### src/rtl/msi_pkg.sv
package msi_pkg;
  typedef enum logic [1:0] {LN_I = 2'd0, LN_S = 2'd1, LN_M = 2'd2} line_st_e;
  typedef enum logic [1:0] {F_IDLE, F_ARB, F_WAIT, F_DONE} fsm_e;
  localparam logic [1:0] BC_IDLE = 2'b00;
  localparam logic [1:0] BC_RD   = 2'b01;
  localparam logic [1:0] BC_WR   = 2'b10;
  localparam logic [1:0] BC_UPG  = 2'b11;
endpackage

### src/rtl/msi_line_array.sv
module msi_line_array
  import msi_pkg::*;
#(
  parameter int NLINES = 8,
  parameter int DW     = 16,
  parameter int AW     = 3
) (
  input  logic          clk,
  input  logic          rst_n,
  input  logic [AW-1:0] cpu_idx,
  output line_st_e      cpu_st,
  output logic [DW-1:0] cpu_data,
  input  logic [AW-1:0] snp_idx,
  output line_st_e      snp_st,
  output logic [DW-1:0] snp_data,
  input  logic          fw_en,
  input  logic [AW-1:0] fw_idx,
  input  line_st_e      fw_st,
  input  logic          fw_data_en,
  input  logic [DW-1:0] fw_data,
  input  logic          sw_en,
  input  line_st_e      sw_st
);
  line_st_e    st_q  [NLINES];
  logic [DW-1:0] dat_q [NLINES];

  for (genvar g = 0; g < NLINES; g++) begin : g_line
    logic hit_f, hit_s;
    assign hit_f = fw_en && (fw_idx == AW'(g));
    assign hit_s = sw_en && (snp_idx == AW'(g));

    // Processor-side update wins over a snoop to the same line in one cycle.
    always_ff @(posedge clk or negedge rst_n) begin
      if (!rst_n)     st_q[g] <= LN_I;
      else if (hit_f) st_q[g] <= fw_st;
      else if (hit_s) st_q[g] <= sw_st;
    end

    always_ff @(posedge clk) begin
      if (hit_f && fw_data_en) dat_q[g] <= fw_data;
    end
  end

  assign cpu_st   = st_q[cpu_idx];
  assign cpu_data = dat_q[cpu_idx];
  assign snp_st   = st_q[snp_idx];
  assign snp_data = dat_q[snp_idx];
endmodule

### src/rtl/msi_snoop_unit.sv
module msi_snoop_unit
  import msi_pkg::*;
#(
  parameter int DW = 16
) (
  input  logic          clk,
  input  logic          rst_n,
  input  logic          snp_valid,
  input  logic [1:0]    snp_cmd,
  input  line_st_e      snp_st,
  input  logic [DW-1:0] snp_data,
  output logic          sw_en,
  output line_st_e      sw_st,
  output logic          supply_valid,
  output logic [DW-1:0] supply_data,
  output logic          supply_wb
);
  logic sup_n, wb_n;

  always_comb begin
    sw_en = 1'b0;
    sw_st = snp_st;
    sup_n = 1'b0;
    wb_n  = 1'b0;
    if (snp_valid) begin
      unique case (snp_cmd)
        BC_RD: if (snp_st == LN_M) begin
          sw_en = 1'b1; sw_st = LN_S; sup_n = 1'b1; wb_n = 1'b1;
        end
        BC_WR: if (snp_st != LN_I) begin
          sw_en = 1'b1; sw_st = LN_I; sup_n = (snp_st == LN_M);
        end
        BC_UPG: if (snp_st != LN_I) begin
          sw_en = 1'b1; sw_st = LN_I;
        end
        default: ;
      endcase
    end
  end

  always_ff @(posedge clk or negedge rst_n) begin
    if (!rst_n) begin
      supply_valid <= 1'b0;
      supply_wb    <= 1'b0;
    end else begin
      supply_valid <= sup_n;
      supply_wb    <= wb_n;
    end
  end

  always_ff @(posedge clk) begin
    if (sup_n) supply_data <= snp_data;
  end

  p_rd_m_supplies_r7: assert property (@(posedge clk) disable iff (!rst_n)
    snp_valid && snp_cmd == BC_RD && snp_st == LN_M
      |=> supply_valid && supply_wb && supply_data == $past(snp_data));
  p_no_supply_from_s_r6: assert property (@(posedge clk) disable iff (!rst_n)
    snp_valid && snp_st != LN_M |=> !supply_valid);
  p_wr_supply_no_wb_r8: assert property (@(posedge clk) disable iff (!rst_n)
    snp_valid && snp_cmd == BC_WR |=> !supply_wb);
endmodule

### src/rtl/msi_ctrl_fsm.sv
module msi_ctrl_fsm
  import msi_pkg::*;
#(
  parameter int DW = 16,
  parameter int AW = 3
) (
  input  logic          clk,
  input  logic          rst_n,
  input  logic          cpu_req,
  input  logic          cpu_we,
  input  logic [AW-1:0] cpu_addr,
  input  logic [DW-1:0] cpu_wdata,
  output logic          cpu_done,
  output logic [DW-1:0] cpu_rdata,
  output logic          cpu_src_cache,
  input  line_st_e      cpu_st,
  input  logic [DW-1:0] cpu_data,
  input  logic          snp_valid,
  input  logic [1:0]    snp_cmd,
  input  logic [AW-1:0] snp_addr,
  output logic          bus_req,
  output logic [1:0]    bus_cmd,
  output logic [AW-1:0] bus_addr,
  input  logic          bus_gnt,
  input  logic          bus_resp_valid,
  input  logic [DW-1:0] bus_resp_data,
  input  logic          bus_resp_owner,
  output logic          fw_en,
  output logic [AW-1:0] fw_idx,
  output line_st_e      fw_st,
  output logic          fw_data_en,
  output logic [DW-1:0] fw_data
);
  fsm_e          fsm_q, fsm_n;
  logic [1:0]    cmd_q, cmd_n;
  logic [AW-1:0] addr_q;
  logic          we_q;
  logic [DW-1:0] wdata_q, rdata_q, rdata_n;
  logic          src_q, src_n;
  logic          accept, conv, cmd_en, out_en;

  assign accept = (fsm_q == F_IDLE) && cpu_req && !(snp_valid && snp_addr == cpu_addr);
  assign conv   = (fsm_q == F_ARB) && !bus_gnt && cmd_q == BC_UPG && snp_valid &&
                  snp_addr == addr_q && (snp_cmd == BC_WR || snp_cmd == BC_UPG);

  always_comb begin
    fsm_n = fsm_q;  cmd_n = cmd_q;  cmd_en = 1'b0;
    rdata_n = rdata_q;  src_n = 1'b0;  out_en = 1'b0;
    fw_en = 1'b0;  fw_idx = addr_q;  fw_st = LN_M;  fw_data_en = 1'b0;  fw_data = wdata_q;
    unique case (fsm_q)
      F_IDLE: if (accept) begin
        cmd_en = 1'b1;
        if (!cpu_we && cpu_st != LN_I) begin
          fsm_n = F_DONE; out_en = 1'b1; rdata_n = cpu_data;
        end else if (cpu_we && cpu_st == LN_M) begin
          fsm_n = F_DONE; out_en = 1'b1; rdata_n = cpu_wdata;
          fw_en = 1'b1; fw_idx = cpu_addr; fw_data_en = 1'b1; fw_data = cpu_wdata;
        end else begin
          fsm_n = F_ARB;
          cmd_n = !cpu_we ? BC_RD : (cpu_st == LN_S ? BC_UPG : BC_WR);
        end
      end
      F_ARB: begin
        if (bus_gnt) begin
          if (cmd_q == BC_UPG) begin
            fsm_n = F_DONE; out_en = 1'b1; rdata_n = wdata_q;
            fw_en = 1'b1; fw_data_en = 1'b1;
          end else fsm_n = F_WAIT;
        end else if (conv) begin
          cmd_en = 1'b1; cmd_n = BC_WR;
        end
      end
      F_WAIT: if (bus_resp_valid) begin
        fsm_n = F_DONE; out_en = 1'b1; src_n = bus_resp_owner;
        rdata_n = we_q ? wdata_q : bus_resp_data;
        fw_en = 1'b1; fw_data_en = 1'b1;
        fw_st = we_q ? LN_M : LN_S;
        fw_data = we_q ? wdata_q : bus_resp_data;
      end
      F_DONE: fsm_n = F_IDLE;
      default: fsm_n = F_IDLE;
    endcase
  end

  always_ff @(posedge clk or negedge rst_n) begin
    if (!rst_n) fsm_q <= F_IDLE;
    else        fsm_q <= fsm_n;
  end

  always_ff @(posedge clk) begin
    if (cmd_en) cmd_q <= cmd_n;
    if (accept) begin
      addr_q  <= cpu_addr;
      we_q    <= cpu_we;
      wdata_q <= cpu_wdata;
    end
    if (out_en) begin
      rdata_q <= rdata_n;
      src_q   <= src_n;
    end
  end

  assign cpu_done      = (fsm_q == F_DONE);
  assign cpu_rdata     = rdata_q;
  assign cpu_src_cache = src_q;
  assign bus_req       = (fsm_q == F_ARB);
  assign bus_cmd       = bus_req ? cmd_q : BC_IDLE;
  assign bus_addr      = addr_q;

  p_hit_local_r3: assert property (@(posedge clk) disable iff (!rst_n)
    accept && !cpu_we && cpu_st != LN_I |=> cpu_done && !bus_req);
  p_wr_m_local_r11: assert property (@(posedge clk) disable iff (!rst_n)
    accept && cpu_we && cpu_st == LN_M |=> cpu_done && !bus_req);
  p_upg_no_resp_r4: assert property (@(posedge clk) disable iff (!rst_n)
    bus_req && bus_gnt && bus_cmd == BC_UPG |=> cpu_done);
  p_hold_req_r2: assert property (@(posedge clk) disable iff (!rst_n)
    bus_req && !bus_gnt |=> bus_req && $stable(bus_addr));
  p_upg_becomes_wr_r9: assert property (@(posedge clk) disable iff (!rst_n)
    conv |=> bus_req && bus_cmd == BC_WR);
endmodule

### src/rtl/msi_snoop_ctrl.sv
module msi_snoop_ctrl
  import msi_pkg::*;
#(
  parameter int NLINES = 8,
  parameter int DW     = 16,
  localparam int AW    = $clog2(NLINES)
) (
  input  logic          clk,
  input  logic          rst_n,
  input  logic          cpu_req,
  input  logic          cpu_we,
  input  logic [AW-1:0] cpu_addr,
  input  logic [DW-1:0] cpu_wdata,
  output logic          cpu_stall,
  output logic          cpu_done,
  output logic [DW-1:0] cpu_rdata,
  output logic          cpu_src_cache,
  output logic          bus_req,
  output logic [1:0]    bus_cmd,
  output logic [AW-1:0] bus_addr,
  input  logic          bus_gnt,
  input  logic          bus_resp_valid,
  input  logic [DW-1:0] bus_resp_data,
  input  logic          bus_resp_owner,
  input  logic          snp_valid,
  input  logic [1:0]    snp_cmd,
  input  logic [AW-1:0] snp_addr,
  output logic          supply_valid,
  output logic [DW-1:0] supply_data,
  output logic          supply_wb
);
  line_st_e      cpu_st, snp_st, fw_st, sw_st;
  logic [DW-1:0] cpu_data, snp_data, fw_data;
  logic          fw_en, fw_data_en, sw_en;
  logic [AW-1:0] fw_idx;

  msi_line_array #(.NLINES(NLINES), .DW(DW), .AW(AW)) u_lines (
    .clk, .rst_n, .cpu_idx(cpu_addr), .cpu_st, .cpu_data,
    .snp_idx(snp_addr), .snp_st, .snp_data,
    .fw_en, .fw_idx, .fw_st, .fw_data_en, .fw_data, .sw_en, .sw_st
  );

  msi_snoop_unit #(.DW(DW)) u_snoop (
    .clk, .rst_n, .snp_valid, .snp_cmd, .snp_st, .snp_data,
    .sw_en, .sw_st, .supply_valid, .supply_data, .supply_wb
  );

  msi_ctrl_fsm #(.DW(DW), .AW(AW)) u_fsm (
    .clk, .rst_n, .cpu_req, .cpu_we, .cpu_addr, .cpu_wdata,
    .cpu_done, .cpu_rdata, .cpu_src_cache, .cpu_st, .cpu_data,
    .snp_valid, .snp_cmd, .snp_addr,
    .bus_req, .bus_cmd, .bus_addr, .bus_gnt, .bus_resp_valid, .bus_resp_data, .bus_resp_owner,
    .fw_en, .fw_idx, .fw_st, .fw_data_en, .fw_data
  );

  assign cpu_stall = cpu_req && !cpu_done;
endmodule

### config.mk
export PLATFORM = sky130hd
export DESIGN_NAME = msi_snoop_ctrl
export DESIGN_NICKNAME = d
export VERILOG_FILES = /design/src/rtl/msi_pkg.sv /design/src/rtl/msi_line_array.sv /design/src/rtl/msi_snoop_unit.sv /design/src/rtl/msi_ctrl_fsm.sv /design/src/rtl/msi_snoop_ctrl.sv
export SDC_FILE = /design/constraint.sdc
export NUM_CORES = 1
export LEC_CHECK = 0
export CORE_UTILIZATION = 45
export CTS_CLUSTER_DIAMETER = 50
export DETAILED_ROUTE_END_ITERATION = 8
export GPL_TIMING_DRIVEN = 0
export SYNTH_ARGS = -nofsm -noshare
export SYNTH_HDL_FRONTEND = slang
export SYNTH_HIERARCHICAL = 1
export SYNTH_SLANG_ARGS = --single-unit
export TNS_END_PERCENT = 10
### constraint.sdc
create_clock -name clk -period 7.9 [get_ports clk]
set_input_delay 1.185 -clock clk [delete_from_list [all_inputs] [get_ports clk]]
set_output_delay 1.185 -clock clk [all_outputs]
set_load 0.1 [all_outputs]
==> results.yml <==
route:
  antenna_left: 0
  drt-pass1-iter-count: 4
  finalWirelength_um: 28300
  wire_per_inst_um: 25.5
  drtIter0Drc: 557
  detailroute.via_count: 6769
  routed_via_density: 6.09
  drc_errors: 0
logic_synthesis:
  syn_inst: 650
  number_of_distinct_library_cell_variants_in_the_gate_level_netlist_after_synthesis: 52
  seq_area_frac_synth_pct: 57.0
  avg_cell_area_syn_um2: 16.2
  net_count_after_synthesis: 707
  ys_async_sr_fraction_pct: 9.85
  synth.ff_latch_count: 203
  synth_enable_flop_cells: 183
  synth_flop_cell: "sky130_fd_sc_hd__edfxtp_1"
  yosys_warnings: 6
  synthesis.area_um2: 10500
worst_setup_path:
  cp_data_arrival_time_ns: 6.66
  startpoint_type_of_the_worst_setup_path: "primary input"
  crit_path_max_incr_delay_ns: 0.95
  cpMostUsedCell: "sky130_fd_sc_hd__buf_4"
  critPathRequiredTime_ns: 8.05
  critical_path.cell_chain: "clkdlybuf4s50_1 -> buf_2 -> buf_1 -> mux4_1 -> mux2_2 -> buf_4 -> nor3_2 -> nand3_1 -> a31oi_1 -> buf_4 -> nor4b_1 -> and2_1"
  critPathKind: "in -> reg"
  endpoint_kind: "register"
  cp_slowest_cell: "sky130_fd_sc_hd__and2_1"
  maximum_fanout_count_along_the_critical_path: 16
timing:
  timing_worst_slew_pin_value_ns: 1.11
  setup-violations-final: 0
  setup_total_negative_slack_ns: 0
  fin_worst_skew_ns: 0.00930
  unrepaired_setup_endpoints_after_global_routing: "no"
  max-slew-margin-rel_pct: 26.0
  clock.fmax_mhz: 154
  layout_min_cycle_time_ns: 6.51
  final.hold.worst_slack_ns: 0.594
  final-max-slew-violation-count: 0
  hold_viol_final: 0
  final.setup.worst_slack_ns: 1.39
  post-route-period-util_pct: 82.4
floorplan:
  boundaryPins: 91
  die_h_um: 155
  chip_width_um: 155
  rows: 55
  start_util_pct: 46.2
  design.die.area_um2: 24000
  fp.coreArea_um2: 22800
layout:
  areaGrowthSynthToFinish_pct: 22.5
  final_core_utilization_pct: 56.6
  nets_finish: 834
  most-common-layout-cells: "sky130_fd_sc_hd__edfxtp_1 (183), sky130_fd_sc_hd__clkdlybuf4s50_1 (90), sky130_fd_sc_hd__mux2_2 (54)"
  nFillCells: 1752
  layout.cells.non_filler: 1112
  final_layout_size_suffix_gt1_share_pct: 22.1
  fin_area_um2: 12900
  layout_commonest_cell: "sky130_fd_sc_hd__edfxtp_1"
grt:
  grt_start_max_net_pins: 21
  grt-ovfl-total: 0
  grt_use_total_pct: 24.2
  initial_antenna_violation_count: 0
  global_route_wire_length_before_repair_um: 42600
  grt_pass1_vias: 7016
place:
  placement.setup.worst_slack_ns: 0.789
  dpl_cell_area_um2: 12000
  dp_cells: 1061
  final_gp_congestion: 0.878
  buffer_ports.inserted: 90
  dp.final_hpwl_um: 19500
cts:
  postCtsSetupRepairBufs: 0
  cts_made_buffers: 27
  cts_max_level: 1
  cts_tree: "done"
  cts.repair.resized: 0
  insertion_delay_ns: 0.54
  clock-root-buffer: "sky130_fd_sc_hd__clkbuf_16"
  holdBufCountCts: 0
  clk_pin_slew_worst_paths_ns: 0.06
  max-clock-path-buffers: 3
  tritoncts_num_sinks: 203
power:
  p_per_area_nw_per_um2: 316
  p_leak_nw: 4.54
  fin_total_pwr_mw: 4.08
  power.ir.vdd_worst_mv: 0.233
hold_path:
  hp-class: "reg -> reg"
flow_run:
  max_cap_violations: 0
status:
  run_status: "finished, final reports clean"
## kinds of logic (layout without fill, tap and decap cells)
kind of cell / count (synthesis) / after routing / share of synthesized area (%)
mux: 148 / 148 / 25.1
other cells: 0 / 1 / 0
flops: 203 / 203 / 57.0
xor+xnor: 6 / 6 / 0.499
fa+ha+maj: 9 / 9 / 1.07
buf+inv: 61 / 209 / 3.22
simple gates: 135 / 135 / 6.92
compound gates: 88 / 88 / 6.25
## worst max-delay path, delay by kind of cell
family	cells	cell delay (ns)
buffers and inverters	5	1.92
AO/OA/AOI/OAI	1	0.51
AND/OR/NAND/NOR	4	2.26
multiplexers	2	0.75
## area by class of cell
cell class / instances / area [µm²] / area share (%)
Antenna cell: 1 / 2.50 / 0.0194
Buffer: 46 / 283 / 2.19
Clock buffer: 32 / 694 / 5.39
Clock inverter: 18 / 240 / 1.86
Inverter: 15 / 56.3 / 0.437
Multi-Input combinational cell: 386 / 4220 / 32.8
Sequential cell: 203 / 6000 / 46.5
Tap cell: 313 / 392 / 3.04
Timing Repair Buffer: 98 / 1010 / 7.80
## Yosys cell counts (5+ instances only)
library cell / number / area [µm²]
sky130_fd_sc_hd__nand4_1: 5 / 31.3
sky130_fd_sc_hd__mux2_2: 54 / 608
sky130_fd_sc_hd__o21ai_0: 10 / 50.1
sky130_fd_sc_hd__nor2_1: 31 / 116
sky130_fd_sc_hd__a221o_1: 12 / 120
sky130_fd_sc_hd__and2_1: 8 / 50.1
sky130_fd_sc_hd__a31oi_1: 19 / 119
sky130_fd_sc_hd__mux4_2: 22 / 495
sky130_fd_sc_hd__ha_1: 9 / 113
sky130_fd_sc_hd__nand2_1: 52 / 195
sky130_fd_sc_hd__dfrtp_1: 20 / 500
sky130_fd_sc_hd__nor2b_1: 5 / 31.3
sky130_fd_sc_hd__nand4b_1: 6 / 52.6
sky130_fd_sc_hd__a221oi_1: 15 / 131
sky130_fd_sc_hd__and4bb_2: 6 / 75.1
sky130_fd_sc_hd__inv_1: 15 / 56.3
sky130_fd_sc_hd__clkbuf_1: 17 / 63.8
sky130_fd_sc_hd__mux2i_1: 22 / 220
sky130_fd_sc_hd__buf_2: 12 / 60.1
sky130_fd_sc_hd__buf_6: 9 / 101
sky130_fd_sc_hd__a21oi_1: 15 / 75.1
sky130_fd_sc_hd__xnor2_1: 6 / 52.6
sky130_fd_sc_hd__mux4_1: 50 / 1310
sky130_fd_sc_hd__edfxtp_1: 183 / 5500
## worst paths after layout
check	startpoint	endpoint	slack, ns	cells past startpoint
max in group asynchronous	rst_n	u_fsm/fsm_q[0]	6.04	1
hold reg to reg	u_lines/st_q[6]	u_lines/st_q[6]	0.59	2
hold / removal	u_lines/st_q[6]	u_lines/st_q[6]	0.59	2
min in group asynchronous	rst_n	u_snoop/supply_valid	1.21	1
setup reg to reg	u_lines/st_q[2]	u_lines/dat_q[0][3]	3.07	9
setup / recovery	cpu_addr[1]	u_lines/dat_q[0][3]	1.39	12
## per-layer routing
| layer | up-vias | track usage (%) | wire length, µm |
|---|---|---|---|
| met1 | 3453 | 33.0 | 12100 |
| met2 | 295 | 40.1 | 13700 |
| met3 | 55 | 3.65 | 1790 |
| met5 | - | 0 | 0 |
| li1 | 2966 | - | - |
| met4 | 0 | 8.06 | 795 |
## report_power, final
group | total [mW] | switching [mW] | internal (mW)
clock | 1.26 | 0.488 | 0.774
sequential | 1.45 | 0.0603 | 1.39
combinational | 1.37 | 0.924 | 0.442
## state kept, by name, indices dropped and copies added (netlist names)
| name | cells |
|---|---|
| u_fsm/we_q | 1 |
| u_snoop/supply_wb | 1 |
| u_fsm/fsm_q | 2 |
| u_fsm/cpu_src_cache | 1 |
| u_lines/dat_q | 128 |
| u_fsm/wdata_q | 16 |
| u_snoop/supply_data | 16 |
| u_lines/st_q | 16 |
| u_fsm/cpu_rdata | 16 |
| u_fsm/bus_addr | 3 |
| u_fsm/cmd_q | 2 |
| u_snoop/supply_valid | 1 |
Note: power is estimated with default switching activity, not from simulation.
